`src/rtl/i2c_mstr_pkg.sv`:
```
package i2c_mstr_pkg;
  typedef enum logic [3:0] {
    ST_IDLE  = 4'h0,
    ST_STOP2 = 4'h4,
    ST_START = 4'h5,
    ST_STOP1 = 4'h6,
    ST_WAIT  = 4'h7,
    ST_TX    = 4'hC,
    ST_RX    = 4'hD
  } mst_state_e;

  localparam int SUB_W = 4;
  localparam logic [SUB_W-1:0] SUB_RS_LO = 4'd0;
  localparam logic [SUB_W-1:0] SUB_RS_HI = 4'd1;
  localparam logic [SUB_W-1:0] SUB_START = 4'd2;
  localparam logic [SUB_W-1:0] SUB_SHOLD = 4'd3;
endpackage

```
`src/rtl/i2c_mstr_tmr.sv`:
```
module i2c_mstr_tmr #(
  parameter int DIV_W = 16
) (
  input  logic             clk_i,
  input  logic             rst_ni,
  input  logic             run_i,
  input  logic             hi_sel_i,
  input  logic [DIV_W-1:0] div_hi_i,
  input  logic [DIV_W-1:0] div_lo_i,
  output logic             done_o
);
  logic [DIV_W-1:0] cnt_q, lim, lim_m1;

  always_comb begin
    lim    = hi_sel_i ? div_hi_i : div_lo_i;
    lim_m1 = (lim == '0) ? '0 : lim - DIV_W'(1);  // zero acts as one
  end

  assign done_o = run_i && (cnt_q == lim_m1);

  always_ff @(posedge clk_i or negedge rst_ni) begin
    if (!rst_ni)              cnt_q <= '0;
    else if (!run_i || done_o) cnt_q <= '0;
    else                      cnt_q <= cnt_q + DIV_W'(1);
  end

  AST_CNT_BOUND: assert property (@(posedge clk_i) disable iff (!rst_ni)
    run_i |-> cnt_q <= lim_m1);
endmodule

```
`src/rtl/i2c_mstr_shreg.sv`:
```
module i2c_mstr_shreg #(
  parameter int W = 8
) (
  input  logic         clk_i,
  input  logic         rst_ni,
  input  logic         load_i,
  input  logic [W-1:0] data_i,
  input  logic         shift_i,
  input  logic         bit_i,
  output logic [W-1:0] data_o,
  output logic         msb_o
);
  logic [W-1:0] sr_q;

  always_ff @(posedge clk_i or negedge rst_ni) begin
    if (!rst_ni)      sr_q <= '0;
    else if (load_i)  sr_q <= data_i;
    else if (shift_i) sr_q <= {sr_q[W-2:0], bit_i};
  end

  assign data_o = sr_q;
  assign msb_o  = sr_q[W-1];

  AST_NO_LOAD_SHIFT: assert property (@(posedge clk_i) disable iff (!rst_ni)
    !(load_i && shift_i));
endmodule

```
`src/rtl/i2c_mstr_seq.sv`:
```
module i2c_mstr_seq
  import i2c_mstr_pkg::*;
#(
  parameter int DATA_W = 8,
  parameter int DIV_W  = 16
) (
  input  logic              clk_i,
  input  logic              rst_ni,
  input  logic              start_req_i,
  input  logic              stop_req_i,
  input  logic              wr_req_i,
  input  logic              rd_req_i,
  input  logic              last_i,
  input  logic [DATA_W-1:0] tx_data_i,
  input  logic [DIV_W-1:0]  div_hi_i,
  input  logic [DIV_W-1:0]  div_lo_i,
  input  logic              sda_i,
  output logic              scl_o,
  output logic              sda_o,
  output logic [DATA_W-1:0] rx_data_o,
  output logic              done_o,
  output logic              ack_o,
  output logic [3:0]        state_o,
  output logic [3:0]        sub_o
);
  localparam logic [SUB_W-1:0] SUB_ACK  = SUB_W'(DATA_W);
  localparam logic [SUB_W-1:0] SUB_HOLD = SUB_W'(DATA_W + 1);

  mst_state_e       st_q, st_d;
  logic [SUB_W-1:0] sub_q, sub_d;
  logic             ph_q, ph_d, last_q, last_d, ack_q, ack_d, done_q, done_d;
  logic             run, hi_sel, tdone, sr_ld, sr_sh, sr_msb;
  logic             is_data, hold;

  i2c_mstr_tmr #(.DIV_W(DIV_W)) u_tmr (
    .clk_i, .rst_ni, .run_i(run), .hi_sel_i(hi_sel),
    .div_hi_i, .div_lo_i, .done_o(tdone)
  );

  i2c_mstr_shreg #(.W(DATA_W)) u_sr (
    .clk_i, .rst_ni, .load_i(sr_ld), .data_i(tx_data_i),
    .shift_i(sr_sh), .bit_i(sda_i), .data_o(rx_data_o), .msb_o(sr_msb)
  );

  assign is_data = (st_q == ST_TX) || (st_q == ST_RX);
  assign hold    = (st_q == ST_START && sub_q == SUB_SHOLD) ||
                   (is_data && sub_q == SUB_HOLD);

  // line levels and timer phase
  always_comb begin
    scl_o = 1'b0; sda_o = 1'b1; run = 1'b0; hi_sel = 1'b0;
    unique case (st_q)
      ST_IDLE: scl_o = 1'b1;
      ST_START: begin
        unique case (sub_q)
          SUB_RS_LO: run = 1'b1;
          SUB_RS_HI: begin scl_o = 1'b1; run = 1'b1; hi_sel = 1'b1; end
          SUB_START: begin scl_o = 1'b1; sda_o = 1'b0; run = 1'b1; hi_sel = 1'b1; end
          default:   sda_o = 1'b0;
        endcase
      end
      ST_STOP1: begin
        sda_o = 1'b0; run = 1'b1;
        if (sub_q != '0) begin scl_o = 1'b1; hi_sel = 1'b1; end
      end
      ST_STOP2: begin scl_o = 1'b1; run = 1'b1; hi_sel = 1'b1; end
      ST_TX, ST_RX: begin
        if (sub_q != SUB_HOLD) begin
          run = 1'b1; scl_o = ph_q; hi_sel = ph_q;
        end
        if (sub_q < SUB_ACK) sda_o = (st_q == ST_TX) ? sr_msb : 1'b1;
        else                 sda_o = (st_q == ST_TX) ? 1'b1 : last_q;
      end
      default: ;
    endcase
  end

  always_comb begin
    st_d = st_q; sub_d = sub_q; ph_d = ph_q; last_d = last_q; ack_d = ack_q;
    done_d = 1'b0; sr_ld = 1'b0; sr_sh = 1'b0;
    if (hold || st_q == ST_WAIT) begin
      // precedence: stop, start, write, read
      if (stop_req_i) begin
        st_d = ST_STOP1; sub_d = '0; ph_d = 1'b0;
      end else if (start_req_i) begin
        st_d = ST_START; sub_d = SUB_RS_LO; ph_d = 1'b0;
      end else if (hold && wr_req_i) begin
        st_d = ST_TX; sub_d = '0; ph_d = 1'b0; sr_ld = 1'b1;
      end else if (hold && rd_req_i) begin
        st_d = ST_RX; sub_d = '0; ph_d = 1'b0; last_d = last_i;
      end
    end else if (st_q == ST_IDLE) begin
      if (start_req_i) begin st_d = ST_START; sub_d = SUB_START; end
    end else if (tdone) begin
      unique case (st_q)
        ST_START: sub_d = sub_q + 4'd1;
        ST_STOP1: begin
          if (sub_q == '0) sub_d = 4'd1;
          else begin st_d = ST_STOP2; sub_d = '0; end
        end
        ST_STOP2: begin st_d = ST_IDLE; sub_d = '0; end
        ST_TX, ST_RX: begin
          if (!ph_q) ph_d = 1'b1;
          else begin
            ph_d = 1'b0;
            if (sub_q != SUB_ACK) begin
              sr_sh = 1'b1; sub_d = sub_q + 4'd1;
            end else begin
              done_d = 1'b1; ack_d = sda_i;
              if (st_q == ST_TX && sda_i) begin st_d = ST_WAIT; sub_d = '0; end
              else sub_d = SUB_HOLD;
            end
          end
        end
        default: ;
      endcase
    end
  end

  always_ff @(posedge clk_i or negedge rst_ni) begin
    if (!rst_ni) begin
      st_q <= ST_IDLE; sub_q <= '0; ph_q <= 1'b0;
      last_q <= 1'b0; ack_q <= 1'b0; done_q <= 1'b0;
    end else begin
      st_q <= st_d; sub_q <= sub_d; ph_q <= ph_d;
      last_q <= last_d; ack_q <= ack_d; done_q <= done_d;
    end
  end

  assign done_o  = done_q;
  assign ack_o   = ack_q;
  assign state_o = st_q;
  assign sub_o   = sub_q;

  AST_NACK_WAIT: assert property (@(posedge clk_i) disable iff (!rst_ni)
    (st_q == ST_TX && ph_q && sub_q == SUB_ACK && tdone && sda_i) |=> st_q == ST_WAIT);
  AST_WAIT_EXIT: assert property (@(posedge clk_i) disable iff (!rst_ni)
    (st_q == ST_WAIT) |=> (st_q inside {ST_WAIT, ST_START, ST_STOP1}));
  AST_IDLE_ENTRY: assert property (@(posedge clk_i) disable iff (!rst_ni)
    (st_q != ST_IDLE && st_q != ST_STOP2) |=> st_q != ST_IDLE);
  AST_SDA_HI_STABLE: assert property (@(posedge clk_i) disable iff (!rst_ni)
    (is_data && scl_o) |=> (!scl_o || $stable(sda_o)));
  AST_SUB_RANGE: assert property (@(posedge clk_i) disable iff (!rst_ni)
    is_data |-> sub_q <= SUB_HOLD);
  AST_DONE_PULSE: assert property (@(posedge clk_i) disable iff (!rst_ni)
    done_o |=> !done_o);
endmodule

```
`config.mk`:
```
export PLATFORM = sky130hd
export DESIGN_NAME = i2c_mstr_seq
export DESIGN_NICKNAME = d
export VERILOG_FILES = /design/src/rtl/i2c_mstr_pkg.sv /design/src/rtl/i2c_mstr_tmr.sv /design/src/rtl/i2c_mstr_shreg.sv /design/src/rtl/i2c_mstr_seq.sv
export SDC_FILE = /design/constraint.sdc
export NUM_CORES = 1
export LEC_CHECK = 0
export BUFFER_PORTS_ARGS = -buffer_cell sky130_fd_sc_hd__clkbuf_2
export CORE_MARGIN = 3
export CORE_UTILIZATION = 35
export DETAILED_ROUTE_END_ITERATION = 7
export MAX_ROUTING_LAYER = met4
export PLACE_DENSITY = 0.59
export SYNTH_ARGS = -nofsm -noshare
export SYNTH_HDL_FRONTEND = slang
export SYNTH_SLANG_ARGS = --single-unit
```
`constraint.sdc`:
```
create_clock -name clk_i -period 15.33 [get_ports clk_i]
set_input_delay 2.2995 -clock clk_i [delete_from_list [all_inputs] [get_ports clk_i]]
set_output_delay 2.2995 -clock clk_i [all_outputs]
set_load 0.005 [all_outputs]
```
==> results of run 1 <==
[flip-flops by register name (all words and copies together) (netlist names)]
signal / count
u_tmr.cnt_q: 16
u_sr.data_o: 8
state_o: 4
sub_o: 4
ack_o: 1
done_o: 1
last_q: 1
ph_q: 1
[area by class of cell]
| class | instances | area, µm² | share of cell area, % |
|---|---|---|---|
| inverter | 12 | 45.04 | 1.052 |
| tap | 136 | 170.2 | 3.974 |
| clock buffer | 7 | 86.33 | 2.016 |
| clock inverter | 1 | 7.507 | 0.1753 |
| timing repair buffer | 70 | 357.8 | 8.358 |
| multi-input combinational | 400 | 2714 | 63.38 |
| sequential | 36 | 900.9 | 21.04 |
[stage by stage]
stage | setup slack [ns] | total power, µW | utilization, %
2_1_floorplan | 9.583 | 117.0 | -
3_3_place_gp | 8.908 | 133.2 | 40.03
3_5_place_dp | 8.750 | 133.7 | 40.03
4_1_cts | 8.941 | 206.0 | 40.92
5_1_grt | 8.459 | 214.4 | 40.92
6_report | 8.904 | 204.2 | 40.92
[worst reg2reg max path: cells and delay by family, from the launching register on]
kind	cells	cell delay, ns
and+or+nand+nor	9	2.92
xor gates and xnor gates	1	0.19
buffers and inverters	1	0.14
muxes	2	0.61
adders and majority gates	2	0.60
DFF	1	0.48
AOI/OAI and AO/OA	2	1.32
[power groups by stage]
stage,logic [µW],clock network (µW),registers [µW]
after floorplan,18.8,0,98.3
after global placement,34.8,0,98.4
after detailed placement,35.3,0,98.4
after CTS,35.4,74.0,96.6
after global routing,39.6,78.2,96.6
final,35.5,72.2,96.6
[kinds of logic after synthesis]
kind of cell / after synthesis / synth area share [%]
multiplexers: 15 / 4.842
AO/OA/AOI/OAI: 105 / 21.38
XOR/XNOR: 37 / 8.531
buffers and inverters: 35 / 4.842
AND/OR/NAND/NOR: 236 / 34.39
flip-flops: 36 / 23.72
adder cells (fa/ha/maj): 7 / 2.306
[per-layer routing]
metal  wire length, µm  vias up
met5                 0        -
met4               164        0
met3               452       18
met2              5363      114
met1              4965     1862
li1                  -     1882
[cell usage in the layout (no fill, tap or decap), drive strengths merged, types with 3 or more instances in the layout]
cell    instances
nand4b          3
mux2            7
dfrtp          36
nand2b          8
and3           12
buf             3
a21oi           9
a31oi          10
ha              7
a21boi          5
o211ai          4
xor2           19
nor2b           9
nor3           26
nor2           59
o221ai          3
clkbuf         74
o21ai          18
nand3          22
or3             9
nand4          16
o31ai          14
a211oi          8
mux2i           7
or4b            4
nand2          32
xnor2          18
nor4            9
o22ai           4
nand3b          6
nor3b           5
and2            3
inv            12
[worst paths after layout]
path / endpoint / slack, ns / cells after the start
worst min-delay path: last_q / 0.52 / 1
min in group asynchronous: sub_o[0] / 2.12 / 1
worst max register to register: u_tmr.cnt_q[3] / 8.90 / 17
worst min register to register: last_q / 0.52 / 1
max in group asynchronous: u_tmr.cnt_q[13] / 12.62 / 1
worst max-delay path: u_tmr.cnt_q[3] / 8.90 / 17
==> impl_metrics.py, run 1 <==
metrics = {
    "clocking": {
        "cts_tree": "built",
        "cts.sinks": 36,
        "cts_max_level": 2,
        "cts.clk_slew.worst_paths_ns": 0.09,
        "cts_setup_buffers": 0,
        "post_cts_resized": 0,
        "cts_buffers": 5,
        "clk_path_buf_depth": 2,
        "cts_hold_buf": 0,
        "cts_root_buffer": "clkbuf_8",
        "insertion_delay_ns": 0.29,
    },
    "sta": {
        "tns_ns": 0,
        "finalCriticalPeriod_ns": 6.426,
        "post-route-period-util_pct": 41.92,
        "rsz0062_at_grt": "no",
        "whs_ns": 0.5189,
        "setup_viol_count_final": 0,
        "skew_ns": 0.01405,
        "tightest_slew_ns": 0.9166,
        "slew_violations": 0,
        "fmax_mhz": 155.6,
        "relSlewSlack_pct": 38.89,
        "hold_viol": 0,
    },
    "grt": {
        "grt_pass1_wl_um": 17730,
        "overflow": 0,
        "gr-usage-met3_pct": 2.446,
        "antenna_found_initial": 0,
        "use_met2_pct": 32.06,
        "first_global_vias": 3614,
        "use_met1_pct": 23.80,
        "busiest_layer": "met2",
        "grt_start_max_net_pins": 37,
        "grt_util_all_layers_pct": 18.86,
    },
    "synth": {
        "async_reset_ff_share_pct": 100.0,
        "synth_area_per_cell_um2": 8.065,
        "ys_top_cells_by_count": "nor2_1, dfrtp_1, nand2_1, nor3_1, nand3_1",
        "netlist_area_um2": 3799,
        "synth_edf_count": 0,
        "synth_top_area_share_pct": 23.72,
        "synth_flop_cell": "dfrtp_1",
        "synthCells": 471,
        "ys_ff_latch": 36,
        "synthTopCellsByArea": "dfrtp_1, nor2_1, xor2_1",
        "yosysMostFrequentCell": "nor2_1",
        "ys_seq_area_share_pct": 23.72,
        "synth.distinct_cells": 83,
        "synth_top_area_cell": "dfrtp_1",
        "ys_warn_count": 0,
        "syn-num-nets": 526,
    },
    "die": {
        "die_area_um2": 12140,
        "die_h_um": 110.2,
        "ios": 68,
        "rows": 37,
        "core_area_um2": 10460,
        "die_x_um": 110.2,
        "initial_core_util_pct": 36.31,
    },
    "finish": {
        "num-nets-final": 580,
        "fillers": 1108,
        "num_antenna_cells": 0,
        "fin_cells": 662,
        "postLayoutCellArea_um2": 4282,
        "synthToLayoutAreaGrowth_pct": 12.71,
        "drive_gt1_share_pct": 19.77,
    },
    "drt": {
        "drc_errors": 0,
        "drt.antenna.violating_nets": 0,
        "viasPerCell": 5.855,
        "first_pass_iters": 4,
        "routed_wl_um": 10950,
        "initialDrtViolationCount": 290,
        "num_vias": 3876,
        "wl_per_cell_um": 16.53,
    },
    "min_path": {
        "hp-class": "register to register",
        "hold_start": "last_q",
    },
    "setup_path": {
        "timing.rr.start": "sub_o[0]",
        "crit_type": "register to register",
        "cpPeakStageDelay_ns": 0.83,
        "crit_path_top_delay_cell": "o41ai_4",
        "crit_path_start": "sub_o[0]",
        "path_cells": "inv_1 -> ha_1 -> nand4bb_1 -> a32o_1 -> nor2_2 -> mux2i_1 -> ha_1 -> nor3b_2 -> nand4_1 -> xor2_1 -> mux2i_1 -> nand2_1 -> or4b_1 -> and3_1 -> or2_1 -> o41ai_4 -> nor2_1",
        "start_kind": "register",
        "endpoint_kind": "register",
        "crit_fanout": 15,
        "cp_top_family": "simple AND/OR/NAND/NOR gates",
        "worst_ep_arrival_time_ns": 6.56,
        "critPathBufInv": 1,
        "worstPathRequired_ns": 15.46,
    },
    "power_and_ir_drop": {
        "switching_share_pct": 27.86,
        "power_frac_clock_pct": 35.3,
        "power.density_nw_per_um2": 47.69,
        "p_comb_share_pct": 17.4,
        "p_seq_share_pct": 47.3,
        "p_int_uw": 147.3,
        "p_leak_uw": 0.001717,
        "netSwitchingPower_uw": 56.88,
        "peakVddDrop_mv": 0.02950,
    },
    "place": {
        "gp_congestion": 0.9642,
        "port_buffers": 67,
        "place_hpwl_um": 8586,
        "place_area_um2": 4188,
        "place_inst": 654,
    },
    "status": {
        "outcome": "completed",
    },
    "job": {
        "cap_violations": 0,
    },
}
(Power assumes the default switching activity.)
==> run 2, diff against run 1 <==
==> constraint.sdc (replaced) <==
create_clock -name clk_i -period 6.6 [get_ports clk_i]
set_input_delay 0.99 -clock clk_i [delete_from_list [all_inputs] [get_ports clk_i]]
set_output_delay 0.99 -clock clk_i [all_outputs]
set_load 0.005 [all_outputs]
==> impl_metrics.py, run 2 (same netlist as run 1, synthesis figures left out) <==
metrics = {
    "place": {
        "gp_congestion": 0.9254,
        "port_buffers": 67,
        "place_hpwl_um": 8884,
        "post-place-ws_ns": 0.8178,
    },
    "sta": {
        "relSlewSlack_pct": 37.36,
        "hold_viol": 0,
        "finalCriticalPeriod_ns": 5.788,
        "slew_violations": 0,
        "tightest_slew_ns": 0.9395,
        "rsz0062_at_grt": "no",
        "post-route-period-util_pct": 87.69,
        "skew_ns": 0.01076,
        "tns_ns": 0,
        "setup_viol_count_final": 0,
        "setup_slack_ns": 0.8121,
        "fmax_mhz": 172.8,
    },
    "setup_path": {
        "cp_top_family": "simple AND/OR/NAND/NOR gates",
        "cpPeakStageDelay_ns": 0.81,
        "path_cells": "inv_1 -> ha_1 -> nand4bb_1 -> a32o_1 -> nor2_2 -> mux2i_1 -> ha_1 -> nor3b_2 -> nand4_1 -> xor2_1 -> mux2i_1 -> nand2_1 -> or4b_1 -> and3_1 -> or2_1 -> o41ai_4 -> nor2_1",
        "start_kind": "register",
        "worstPathRequired_ns": 6.74,
        "endpoint_kind": "register",
        "critPathBufInv": 1,
        "crit_fanout": 15,
        "worst_ep_arrival_time_ns": 5.92,
        "crit_type": "register to register",
        "crit_path_top_delay_cell": "o41ai_4",
    },
    "die": {
        "die_area_um2": 12140,
        "core_area_um2": 10460,
        "initial_core_util_pct": 36.31,
        "ios": 68,
        "die_h_um": 110.2,
        "die_x_um": 110.2,
        "rows": 37,
    },
    "finish": {
        "largest_register": "u_tmr.cnt_q",
        "drive_gt1_share_pct": 20.11,
        "synthToLayoutAreaGrowth_pct": 12.75,
        "largest_reg_flops": 16,
        "final_cell_mix": "clkbuf_2, nor2_1, dfrtp_1, nand2_1, nor3_1",
        "num-nets-final": 581,
        "final_common_cell": "clkbuf_2",
        "num_antenna_cells": 0,
        "fin_util_pct": 40.94,
    },
    "drt": {
        "initialDrtViolationCount": 240,
        "drt.antenna.violating_nets": 0,
        "wl_per_cell_um": 16.96,
        "viasPerCell": 5.866,
        "first_pass_iters": 4,
        "drc_errors": 0,
        "num_vias": 3889,
        "routed_wl_um": 11250,
    },
    "clocking": {
        "cts_root_buffer": "clkbuf_8",
        "cts_max_level": 2,
        "post_cts_resized": 0,
        "cts_tree": "built",
        "cts.clk_slew.worst_paths_ns": 0.08,
        "clk_path_buf_depth": 2,
        "cts_setup_buffers": 0,
        "cts.sinks": 36,
        "cts_buffers": 5,
        "cts_hold_buf": 0,
        "insertion_delay_ns": 0.29,
    },
    "job": {
        "cap_violations": 0,
    },
    "grt": {
        "antenna_found_initial": 0,
        "grt_pass1_wl_um": 18690,
        "grt_util_all_layers_pct": 19.84,
        "overflow": 0,
        "grt_start_max_net_pins": 37,
        "first_global_vias": 3791,
    },
    "status": {
        "outcome": "completed",
    },
    "power_and_ir_drop": {
        "p_leak_uw": 0.001725,
        "power.density_nw_per_um2": 108.8,
        "peakVddDrop_mv": 0.07797,
    },
    "min_path": {
        "hp-class": "register to register",
    },
}
run 2: changes by cell type in the layout (fill, tap and decap cells not counted), sizes merged:
cell,before,now
clkinv,0,3
clkbuf,74,72
clkinvlp,1,0
buf,3,4
run 2: power by group:
| group | switching [µW] | leakage (µW) | internal (µW) | total [µW] |
|---|---|---|---|---|
| sequential | 1.92 | 0.000494 | 222 | 224 |
| clock | 85.4 | 0.0000479 | 73.7 | 159 |
| combinational | 47.9 | 0.00118 | 34.8 | 82.7 |
run 2: per-stage QoR:
step,cell area (µm²),hold WS [ns],std cells,power [µW]
floorplan,3799,0.4800,471,271.9
finish,4283,0.5530,663,466.1
detailed placement,4195,0.5345,655,311.1
global route,4283,0.5596,663,495.7
global placement,4195,0.5347,655,310.4
CTS,4283,0.5552,663,473.1
run 2: worst paths after layout:
| check | from | end | slack (ns) | cells past startpoint |
|---|---|---|---|---|
| max in group asynchronous | rst_ni | u_tmr.cnt_q[14] | 5.18 | 1 |
| min in group asynchronous | rst_ni | state_o[3] | 0.82 | 1 |
| worst max register to register | sub_o[0] | u_tmr.cnt_q[14] | 0.81 | 17 |
| worst min-delay path | ack_o | ack_o | 0.55 | 1 |
| worst min register to register | ack_o | ack_o | 0.55 | 1 |
| worst max-delay path | sub_o[0] | u_tmr.cnt_q[14] | 0.81 | 17 |
run 2: per-layer routing:
layer	track usage (%)	vias to the layer above	part of all wire, %
met4	6.596	0	2.7
met2	32.45	124	49
met5	-	-	0
met3	3.145	22	5.3
met1	25.08	1852	43
li1	-	1891	-
run 2: area by class of cell:
| class | count | area, µm² |
|---|---|---|
| fill | 1107 | 6180 |
| multi-input combinational | 400 | 2714 |
| sequential | 36 | 900.9 |
| timing repair buffer | 71 | 365.4 |
| tap | 136 | 170.2 |
| clock buffer | 5 | 68.82 |
| inverter | 12 | 45.04 |
| clock inverter | 3 | 18.77 |
==> run 3, diff against run 2 <==
--- a/config.mk
+++ b/config.mk
@@ -7,10 +7,11 @@
 export LEC_CHECK = 0
 export BUFFER_PORTS_ARGS = -buffer_cell sky130_fd_sc_hd__clkbuf_2
 export CORE_MARGIN = 3
-export CORE_UTILIZATION = 35
+export CORE_UTILIZATION = 62
+export CTS_CLUSTER_DIAMETER = 50
 export DETAILED_ROUTE_END_ITERATION = 7
 export MAX_ROUTING_LAYER = met4
-export PLACE_DENSITY = 0.59
+export PLACE_DENSITY = 0.92
 export SYNTH_ARGS = -nofsm -noshare
 export SYNTH_HDL_FRONTEND = slang
 export SYNTH_SLANG_ARGS = --single-unit
==> constraint.sdc (replaced) <==
create_clock -name clk_i -period 7.4 [get_ports clk_i]
set_input_delay 1.11 -clock clk_i [delete_from_list [all_inputs] [get_ports clk_i]]
set_output_delay 1.11 -clock clk_i [all_outputs]
set_load 0.005 [all_outputs]
==> impl_metrics.py, run 3 (same netlist as run 1, synthesis figures left out) <==
metrics = {
    "sta": {
        "skew_ns": 0.01187,
        "rsz0062_at_grt": "no",
        "slew_violations": 0,
        "tightest_slew_ns": 0.9323,
        "post-route-period-util_pct": 84.18,
        "hold_viol": 0,
        "setup_viol_count_final": 0,
        "tns_ns": 0,
        "finalCriticalPeriod_ns": 6.229,
        "setup_slack_ns": 1.171,
        "relSlewSlack_pct": 37.85,
        "fmax_mhz": 160.5,
    },
    "drt": {
        "drt.antenna.violating_nets": 0,
        "first_pass_iters": 6,
        "wl_per_cell_um": 19.07,
        "viasPerCell": 6.881,
        "routed_wl_um": 11410,
        "initialDrtViolationCount": 363,
        "drc_errors": 0,
        "num_vias": 4115,
    },
    "grt": {
        "grt_pass1_wl_um": 18450,
        "antenna_found_initial": 0,
        "first_global_vias": 3849,
        "grt_start_max_net_pins": 37,
        "overflow": 0,
        "grt_util_all_layers_pct": 32.64,
    },
    "finish": {
        "largest_reg_flops": 16,
        "num_antenna_cells": 0,
        "synthToLayoutAreaGrowth_pct": 10.38,
        "largest_register": "u_tmr.cnt_q",
        "fin_util_pct": 73.44,
        "num-nets-final": 580,
        "final_common_cell": "clkbuf_2",
        "drive_gt1_share_pct": 19.58,
        "final_cell_mix": "clkbuf_2, nor2_1, dfrtp_1, nand2_1, nor3_1",
        "postLayoutCellArea_um2": 4193,
    },
    "setup_path": {
        "worst_ep_arrival_time_ns": 6.37,
        "critPathBufInv": 1,
        "path_cells": "inv_1 -> ha_1 -> nand4bb_1 -> a32o_1 -> nor2_2 -> mux2i_1 -> ha_1 -> nor3b_2 -> nand4_1 -> xor2_1 -> mux2i_1 -> nand2_1 -> or4b_1 -> and3_1 -> or2_1 -> o41ai_4 -> nor2_1",
        "cp_top_family": "simple AND/OR/NAND/NOR gates",
        "crit_type": "register to register",
        "start_kind": "register",
        "worstPathRequired_ns": 7.54,
        "crit_fanout": 15,
        "endpoint_kind": "register",
        "crit_path_top_delay_cell": "o41ai_4",
        "cpPeakStageDelay_ns": 0.84,
    },
    "clocking": {
        "cts_max_level": 2,
        "insertion_delay_ns": 0.30,
        "cts_tree": "built",
        "cts.sinks": 36,
        "cts_setup_buffers": 0,
        "cts_hold_buf": 0,
        "clk_path_buf_depth": 2,
        "post_cts_resized": 0,
        "cts_root_buffer": "clkbuf_8",
        "cts_buffers": 5,
        "cts.clk_slew.worst_paths_ns": 0.08,
    },
    "die": {
        "die_x_um": 84.28,
        "die_h_um": 84.28,
        "die_area_um2": 7102,
        "ios": 68,
        "initial_core_util_pct": 66.54,
        "rows": 27,
        "core_area_um2": 5709,
    },
    "power_and_ir_drop": {
        "power.density_nw_per_um2": 99.67,
        "peakVddDrop_mv": 0.07275,
        "power_uw": 417.9,
        "switching_share_pct": 28.99,
        "p_int_uw": 296.8,
        "p_comb_share_pct": 17.9,
        "power_frac_clock_pct": 34.2,
        "p_seq_share_pct": 47.9,
        "netSwitchingPower_uw": 121.1,
        "p_leak_uw": 0.001715,
    },
    "place": {
        "post-place-ws_ns": 1.282,
        "gp_congestion": 0.9907,
        "place_area_um2": 4108,
        "port_buffers": 67,
        "place_hpwl_um": 8506,
    },
    "min_path": {
        "hp-class": "register to register",
    },
    "job": {
        "cap_violations": 0,
    },
    "status": {
        "outcome": "completed",
    },
}
## run 3: power by group through the flow
stage               Clock, µW  Combinational [µW]  Sequential, µW
floorplan                   0                38.9             204
global placement            0                71.0             204
detailed placement          0                73.1             204
CTS                       143                73.4             200
global route              152                81.7             200
finish                    143                74.9             200
## run 3: final cells by class
type / count / area (µm²)
Multi-Input combinational cell: 400 / 2714
Fill cell: 425 / 1516
Timing Repair Buffer: 70 / 357.8
Clock buffer: 7 / 76.32
Inverter: 12 / 45.04
Sequential cell: 36 / 900.9
Tap cell: 72 / 90.09
Clock inverter: 1 / 8.758
## run 3: per-layer routing
metal  global-route usage (%)  share of wire, %
met5                        -                 0
met4                    15.06               4.3
met3                    4.318               7.7
met2                    56.24                50
met1                    37.52                38
## run 3: final timing paths
kind                       startpoint              to  slack [ns]  depth (start not counted)
hold reg to reg                 ack_o           ack_o        0.52                          1
setup reg to reg             sub_o[0]  u_tmr.cnt_q[6]        1.17                         17
hold / removal                  ack_o           ack_o        0.52                          1
max in group asynchronous      rst_ni  u_sr.data_o[4]        5.88                          1
min in group asynchronous      rst_ni        sub_o[1]        0.95                          1
setup / recovery             sub_o[0]  u_tmr.cnt_q[6]        1.17                         17
## run 3: through the flow
step                hold WS, ns  std cells
global placement         0.4898        590
global route             0.5516        598
floorplan                0.4800        471
CTS                      0.5278        598
finish                   0.5209        598
detailed placement       0.5103        590
